File: config.mk
export PLATFORM = sky130hd
export DESIGN_NAME = sdclk_div
export DESIGN_NICKNAME = d
export VERILOG_FILES = /design/src/rtl/sdclk_pkg.sv /design/src/rtl/sdclk_divreg.sv /design/src/rtl/sdclk_phase.sv /design/src/rtl/sdclk_div.sv
export SDC_FILE = /design/constraint.sdc
export NUM_CORES = 1
export LEC_CHECK = 0
export CAP_MARGIN = 15
export CORE_AREA = 2 2 67 69
export DETAILED_ROUTE_END_ITERATION = 10
export DIE_AREA = 0 0 69 71
export DONT_BUFFER_PORTS = 1
export GPL_TIMING_DRIVEN = 0
export PLACE_DENSITY = 0.8
export SLEW_MARGIN = 0
export SYNTH_ARGS = -nofsm -noshare
export SYNTH_HDL_FRONTEND = slang
export SYNTH_SLANG_ARGS = --single-unit
File: constraint.sdc
create_clock -name clk -period 4 [get_ports clk]
set_input_delay 0.2 -clock clk [delete_from_list [all_inputs] [get_ports clk]]
set_output_delay 0.2 -clock clk [all_outputs]
set_load 0.02 [all_outputs]
File: src/rtl/sdclk_pkg.sv
package sdclk_pkg;

    // Which part of the stored value sets the ratio
    typedef enum logic {
        SEL_FULL   = 1'b0,
        SEL_NARROW = 1'b1
    } div_sel_e;

    // Narrow width applies only in data mode without the slow-card override
    function automatic div_sel_e pick_sel(input logic slow, input logic dmode);
        return (dmode && !slow) ? SEL_NARROW : SEL_FULL;
    endfunction

endpackage

File: src/rtl/sdclk_divreg.sv
module sdclk_divreg #(
    parameter int unsigned DIV_W     = 11,
    parameter int unsigned NARROW_W  = 3,
    parameter int unsigned RESET_DIV = 507
) (
    input  logic             clk,
    input  logic             rst_n,
    input  logic             wr,
    input  logic [DIV_W-1:0] wdata,
    input  logic             slow_card,
    input  logic             data_mode,
    output logic [DIV_W-1:0] eff_div
);
    import sdclk_pkg::*;

    localparam int unsigned PAD_W = DIV_W - NARROW_W;

    typedef struct packed {
        logic [DIV_W-1:0] val;
    } reg_t;

    reg_t r_d, r_q;

    always_comb begin
        r_d = r_q;
        if (wr) begin
            r_d.val = wdata;
        end
    end

    always_ff @(posedge clk) begin
        if (!rst_n) begin
            r_q.val <= DIV_W'(RESET_DIV);
        end else begin
            r_q <= r_d;
        end
    end

    always_comb begin
        if (pick_sel(slow_card, data_mode) == SEL_NARROW) begin
            eff_div = {{PAD_W{1'b0}}, r_q.val[NARROW_W-1:0]};
        end else begin
            eff_div = r_q.val;
        end
    end

endmodule

File: src/rtl/sdclk_phase.sv
module sdclk_phase #(
    parameter int unsigned DIV_W     = 11,
    parameter int unsigned RESET_DIV = 507
) (
    input  logic             clk,
    input  logic             rst_n,
    input  logic [DIV_W-1:0] eff_div,
    output logic             card_clk,
    output logic             rise_stb,
    output logic             fall_stb
);
    localparam int unsigned CNT_W = DIV_W + 1;

    typedef struct packed {
        logic [CNT_W-1:0] cnt;
        logic [DIV_W-1:0] act;
        logic             clk;
        logic             rise;
        logic             fall;
    } st_t;

    st_t s_d, s_q;

    logic [CNT_W-1:0] last_idx;
    logic [CNT_W-1:0] hi_len;
    logic [CNT_W-1:0] cnt_inc;

    always_comb begin
        last_idx = {1'b0, s_q.act} + CNT_W'(1);
        hi_len   = ({1'b0, s_q.act} + CNT_W'(2)) >> 1;
        cnt_inc  = s_q.cnt + CNT_W'(1);
        s_d      = s_q;
        if (s_q.cnt == last_idx) begin
            s_d.cnt  = '0;
            s_d.act  = eff_div;
            s_d.clk  = 1'b1;
            s_d.rise = 1'b1;
            s_d.fall = 1'b0;
        end else begin
            s_d.cnt  = cnt_inc;
            s_d.clk  = (cnt_inc < hi_len);
            s_d.rise = 1'b0;
            s_d.fall = s_q.clk && !(cnt_inc < hi_len);
        end
    end

    always_ff @(posedge clk) begin
        if (!rst_n) begin
            s_q.cnt  <= CNT_W'(RESET_DIV + 1);
            s_q.act  <= DIV_W'(RESET_DIV);
            s_q.clk  <= 1'b0;
            s_q.rise <= 1'b0;
            s_q.fall <= 1'b0;
        end else begin
            s_q <= s_d;
        end
    end

    assign card_clk = s_q.clk;
    assign rise_stb = s_q.rise;
    assign fall_stb = s_q.fall;

endmodule

File: src/rtl/sdclk_div.sv
module sdclk_div #(
    parameter int unsigned DIV_W     = 11,
    parameter int unsigned NARROW_W  = 3,
    parameter int unsigned RESET_DIV = 507
) (
    input  logic             clk,
    input  logic             rst_n,
    input  logic             div_wr,
    input  logic [DIV_W-1:0] div_wdata,
    input  logic             slow_card,
    input  logic             data_mode,
    output logic             card_clk,
    output logic             rise_stb,
    output logic             fall_stb
);
    logic [DIV_W-1:0] eff_div;

    sdclk_divreg #(
        .DIV_W    (DIV_W),
        .NARROW_W (NARROW_W),
        .RESET_DIV(RESET_DIV)
    ) u_reg (
        .clk      (clk),
        .rst_n    (rst_n),
        .wr       (div_wr),
        .wdata    (div_wdata),
        .slow_card(slow_card),
        .data_mode(data_mode),
        .eff_div  (eff_div)
    );

    sdclk_phase #(
        .DIV_W    (DIV_W),
        .RESET_DIV(RESET_DIV)
    ) u_phase (
        .clk     (clk),
        .rst_n   (rst_n),
        .eff_div (eff_div),
        .card_clk(card_clk),
        .rise_stb(rise_stb),
        .fall_stb(fall_stb)
    );

endmodule

### Word level (Yosys, flattened, before mapping)

Index checks and enable logic that the tools add are counted.

| word-level totals | value |
|---|---|
| register bits after elaboration | 37 |
| output and inout bits | 3 |

| cells by class | value |
|---|---|
| add/sub/neg operators | 3 |
| $lt $le $gt $ge | 1 |
| equality and inequality tests | 1 |
| mux-type cells | 4 |
| bitwise logic cells | 1 |
| reduce and logical (&&, ||, !) cells | 5 |

Operator list:

| cell | number |
|---|---|
| adder 11 x 1 -> 12 bit, second input constant | 1 |
| adder 11 x 2 -> 12 bit, second input constant | 1 |
| adder 12 x 1 -> 12 bit, second input constant | 1 |
| == test 12 bit | 1 |
| < comparator 12 x 11 -> 1 bit | 1 |
| 2-to-1 mux 11 bit | 1 |
| 2-to-1 mux 9 bit | 1 |
| 2-to-1 mux 3 bit | 1 |
| logical AND 1 bit | 2 |
| zero test 1 bit | 2 |
| OR reduction 2 bit | 1 |
| 2-to-1 mux 1 bit | 1 |
| inverter 1 bit | 1 |

### Logic depth before layout (Yosys ltp)

| logic depth | value |
|---|---|
| depth in word-level cells | 5 |
| mapped depth | 12 |

### Hierarchy

Synthesis repeated with hierarchy kept, for this count alone.

| unflattened totals | value |
|---|---|
| cells, all modules | 273 |
| area total of the unflattened synthesis | 2379.8 sq um |

By module, submodules not included:

| module | instances | cells each | area each (sq um) | sequential area each (sq um) |
|---|---|---|---|---|
| sdclk_phase | 1 | 226 | 1906.8 | 520.5 |
| sdclk_divreg | 1 | 47 | 473.0 | 220.2 |

### Least setup slack after synthesis

OpenSTA, ideal clock, no wires.

| path | value |
|---|---|
| kind | reg2reg |
| start | register u_phase.s_q[4] (netlist name) |
| end | register u_phase.s_q[3] (netlist name) |
| setup time | 0.139 ns |
| data arrival time | 2.056 ns |
| data required time | 3.861 ns |
| slack | 1.805 ns |
| stages on the path, launching flop included | 9 |
| path buffers | 1 |
| clock period less this slack | 2.195 ns |
| cells stage by stage | dfxtp_1 ha_1 and4_2 nand2_1 nor4_1 o2111ai_2 nor4_4 buf_6 o211ai_2 |

| on the way | value |
|---|---|
| word-level cells in the longest chain between the ends | 2 |

RTL lines:

| what | RTL line | RTL |
|---|---|---|
| start: declaration | sdclk_phase.sv:22 | `st_t s_d, s_q;` |
| adder 11 x 1 -> 12 bit | sdclk_phase.sv:29 | `last_idx = {1'b0, s_q.act} + CNT_W'(1);` |
| == test 12 bit | sdclk_phase.sv:33 | `if (s_q.cnt == last_idx) begin` |

Every way passes these cells.
A chain may end at the register's enable or synchronous reset.

### Worst setup path in the final report

Same ends and word-level chain as after synthesis.

==> results.toml <==
[floorplanning]
die_h_um = 71
fp-row-count = 24
fp.coreArea_um2 = 4200
initial_core_util = 0.585
dieArea_um2 = 4900
io_pins = 19
die_x_um = 69

[logic_synthesis]
synth_edf_count = 0
yosysWarningCount = 0
ys_ff_latch = 37
ys_types = 56
synth_nets = 295
yosysSeqAreaShare = 0.301
synth.area.top_cells = "dfxtp_1 (30%), ha_1 (6.6%), xnor2_1 (5.7%), mux2i_1 (4.5%), xor2_1 (4.3%)"
synthArstFlopShare = 0
syn_avg_cell_area_um2 = 9.24
synth_top_area_frac = 0.301
yosysTopAreaCell = "dfxtp_1"
netlist_area_um2 = 2460
ys.flop_type = "dfxtp_1"
syn_inst = 266

[worst_setup_path]
path_buf_inv = 1
critPathArrivalTime_ns = 2.86
start_kind = "flop"
setup.worst_path.class = "reg2reg"
slowest_stage = "nor4_1"
crit_path_max_fanout = 10
crit_path_max_incr_delay_ns = 0.46
timing.critical_path.cells = "ha_1, and4_2, nand2_1, nor4_1, o2111ai_2, nor4_4, buf_6, o211ai_2"
crit_required_ns = 4.16
critPathTopFamily = "simple AND/OR/NAND/NOR gates"
cp-end-kind = "flop"

[clock_network]
cts_sinks = 37
cts_buffers = 5
htreeDepth = 2
cts.root.buffer_cell = "clkbuf_8"
clk_latency_ns = 0.30
cts_setup_buffers = 0
cts-hold-fix-buffers = 0
clk_path_buf_depth = 2
post_cts_resized = 0
cts_tree = "built"
clkTransAtPathRegs_ns = 0.08

[timing]
finalHoldViolCount = 0
final-max-slew-violation-count = 0
slew_headroom = 0.563
clock_skew_ns = 0.00706
whs_ns = 0.0291
worst_slew_pin_slew_ns = 0.656
fmax_mhz = 370
fin_setup_tns_ns = 0
setup_violations = 0
min_period_ns = 2.70
post-route-period-util = 0.676
rsz0062_at_grt = "false"

[finish]
diodes = 0
final_common_cell = "dfxtp_1"
design_area_um2 = 2630
mostFrequentLayoutCells = "dfxtp_1 (37), inv_1 (19), xnor2_1 (16)"
final_cells = 326
syn2layout_area_growth_pct = 7.18
drive_gt1_frac = 0.139
nNetsFinal = 302

[power]
netSwitchingPower_mw = 1.06
p_int_mw = 1.29
p_leak_nw = 1.07
swShare = 0.450
p_comb_frac = 0.602
ir_drop_uv = 457
power_density_nw_per_um2 = 895
p_seq_frac = 0.259
clkPwrFrac = 0.138

[grt]
grt_pass1_wl_um = 8810
antenna_found_initial = 0
grt.overflow.total = 0
grt_max_degree = 13
grt_pass1_vias = 1912
track_usage = 0.228

[job]
cap_violations = 0

[placement]
gp_congestion = 0.924
dp_cells = 318
placed_area_um2 = 2520
dp_hpwl_um = 4040
numPortBuffers = 0

[route]
drt_iter0_drc = 62
drc = 0
routed_wl_um = 5140
drt-pass1-iter-count = 4
dr_total_vias = 1925
drtAntennaViolNets = 0
via_per_inst = 5.90
wl_per_cell_um = 15.8

[outcome]
status = "completed"

[hold_path]
hold_path.class = "in2reg"
## final timing paths
kind                                                     to                   startpoint  cells past startpoint  slack, ns
worst max register to register  u_phase.s_q[3]$_SDFFE_PN1P_  u_phase.s_q[4]$_SDFFE_PN1P_                      8       1.30
worst max-delay path            u_phase.s_q[3]$_SDFFE_PN1P_  u_phase.s_q[4]$_SDFFE_PN1P_                      8       1.30
worst min-delay path              u_reg.r_q[8]$_SDFFE_PN1P_                 div_wdata[8]                      2       0.03
worst min register to register    u_reg.r_q[3]$_SDFFE_PN1P_    u_reg.r_q[3]$_SDFFE_PN1P_                      2       0.47
## final cells by class
cell class	count	area (µm²)
fillers	370	1570
multi-input cells	194	1530
flip-flops and latches	37	741
plain buffers	16	120
clock buffers	6	72.6
inverters	19	71.3
well taps	52	65.1
clock inverters	2	38.8
## state kept, by name (all words and copies together), names as in the netlist
name              cells
u_phase.s_q          23
u_phase.card_clk      1
u_phase.rise_stb      1
u_phase.fall_stb      1
u_reg.r_q            11
## cell families after synthesis
| family | Yosys count | share of synthesized area |
|---|---|---|
| multiplexers | 12 | 0.0494 |
| flip-flops | 37 | 0.301 |
| AND/OR/NAND/NOR | 84 | 0.216 |
| buffers and inverters | 35 | 0.0779 |
| adder cells (fa/ha/maj) | 13 | 0.0662 |
| XOR/XNOR | 28 | 0.0998 |
| AO/OA/AOI/OAI | 57 | 0.189 |
## stage by stage
step | total power, mW | worst slack [ns] | util
2_1_floorplan | 1.75 | 1.80 | -
3_3_place_gp | 1.98 | 1.44 | 0.600
3_5_place_dp | 2.03 | 1.35 | 0.600
4_1_cts | 2.36 | 1.30 | 0.626
5_1_grt | 2.56 | 1.15 | 0.626
6_report | 2.36 | 1.30 | 0.626
## metal layers
layer	routed length, µm	vias to the layer above	GRT usage
li1	-	978	-
met1	2230	889	0.260
met2	2530	43	0.400
met3	224	15	0.0527
met4	162	0	0.115
met5	0	-	0
## power groups by stage
stage	sequential (mW)	combinational (mW)	clock, mW
4_1_cts	0.609	1.42	0.329
6_report	0.611	1.42	0.326
3_3_place_gp	0.610	1.37	0
2_1_floorplan	0.578	1.18	0
5_1_grt	0.627	1.58	0.345
3_5_place_dp	0.616	1.41	0
## synthesized netlist by cell type, types with 7 or more instances
library cell and instances:
nand2_1 14, mux2i_1 11, nand4_1 7, ha_1 13, nor2_1 9, inv_1 19, o211ai_1 10, o21ai_2 7
o2111ai_1 11, xor2_1 12, and2_1 9, nand3_1 9, xnor2_1 16, dfxtp_1 37
(Power assumes the default switching activity.)
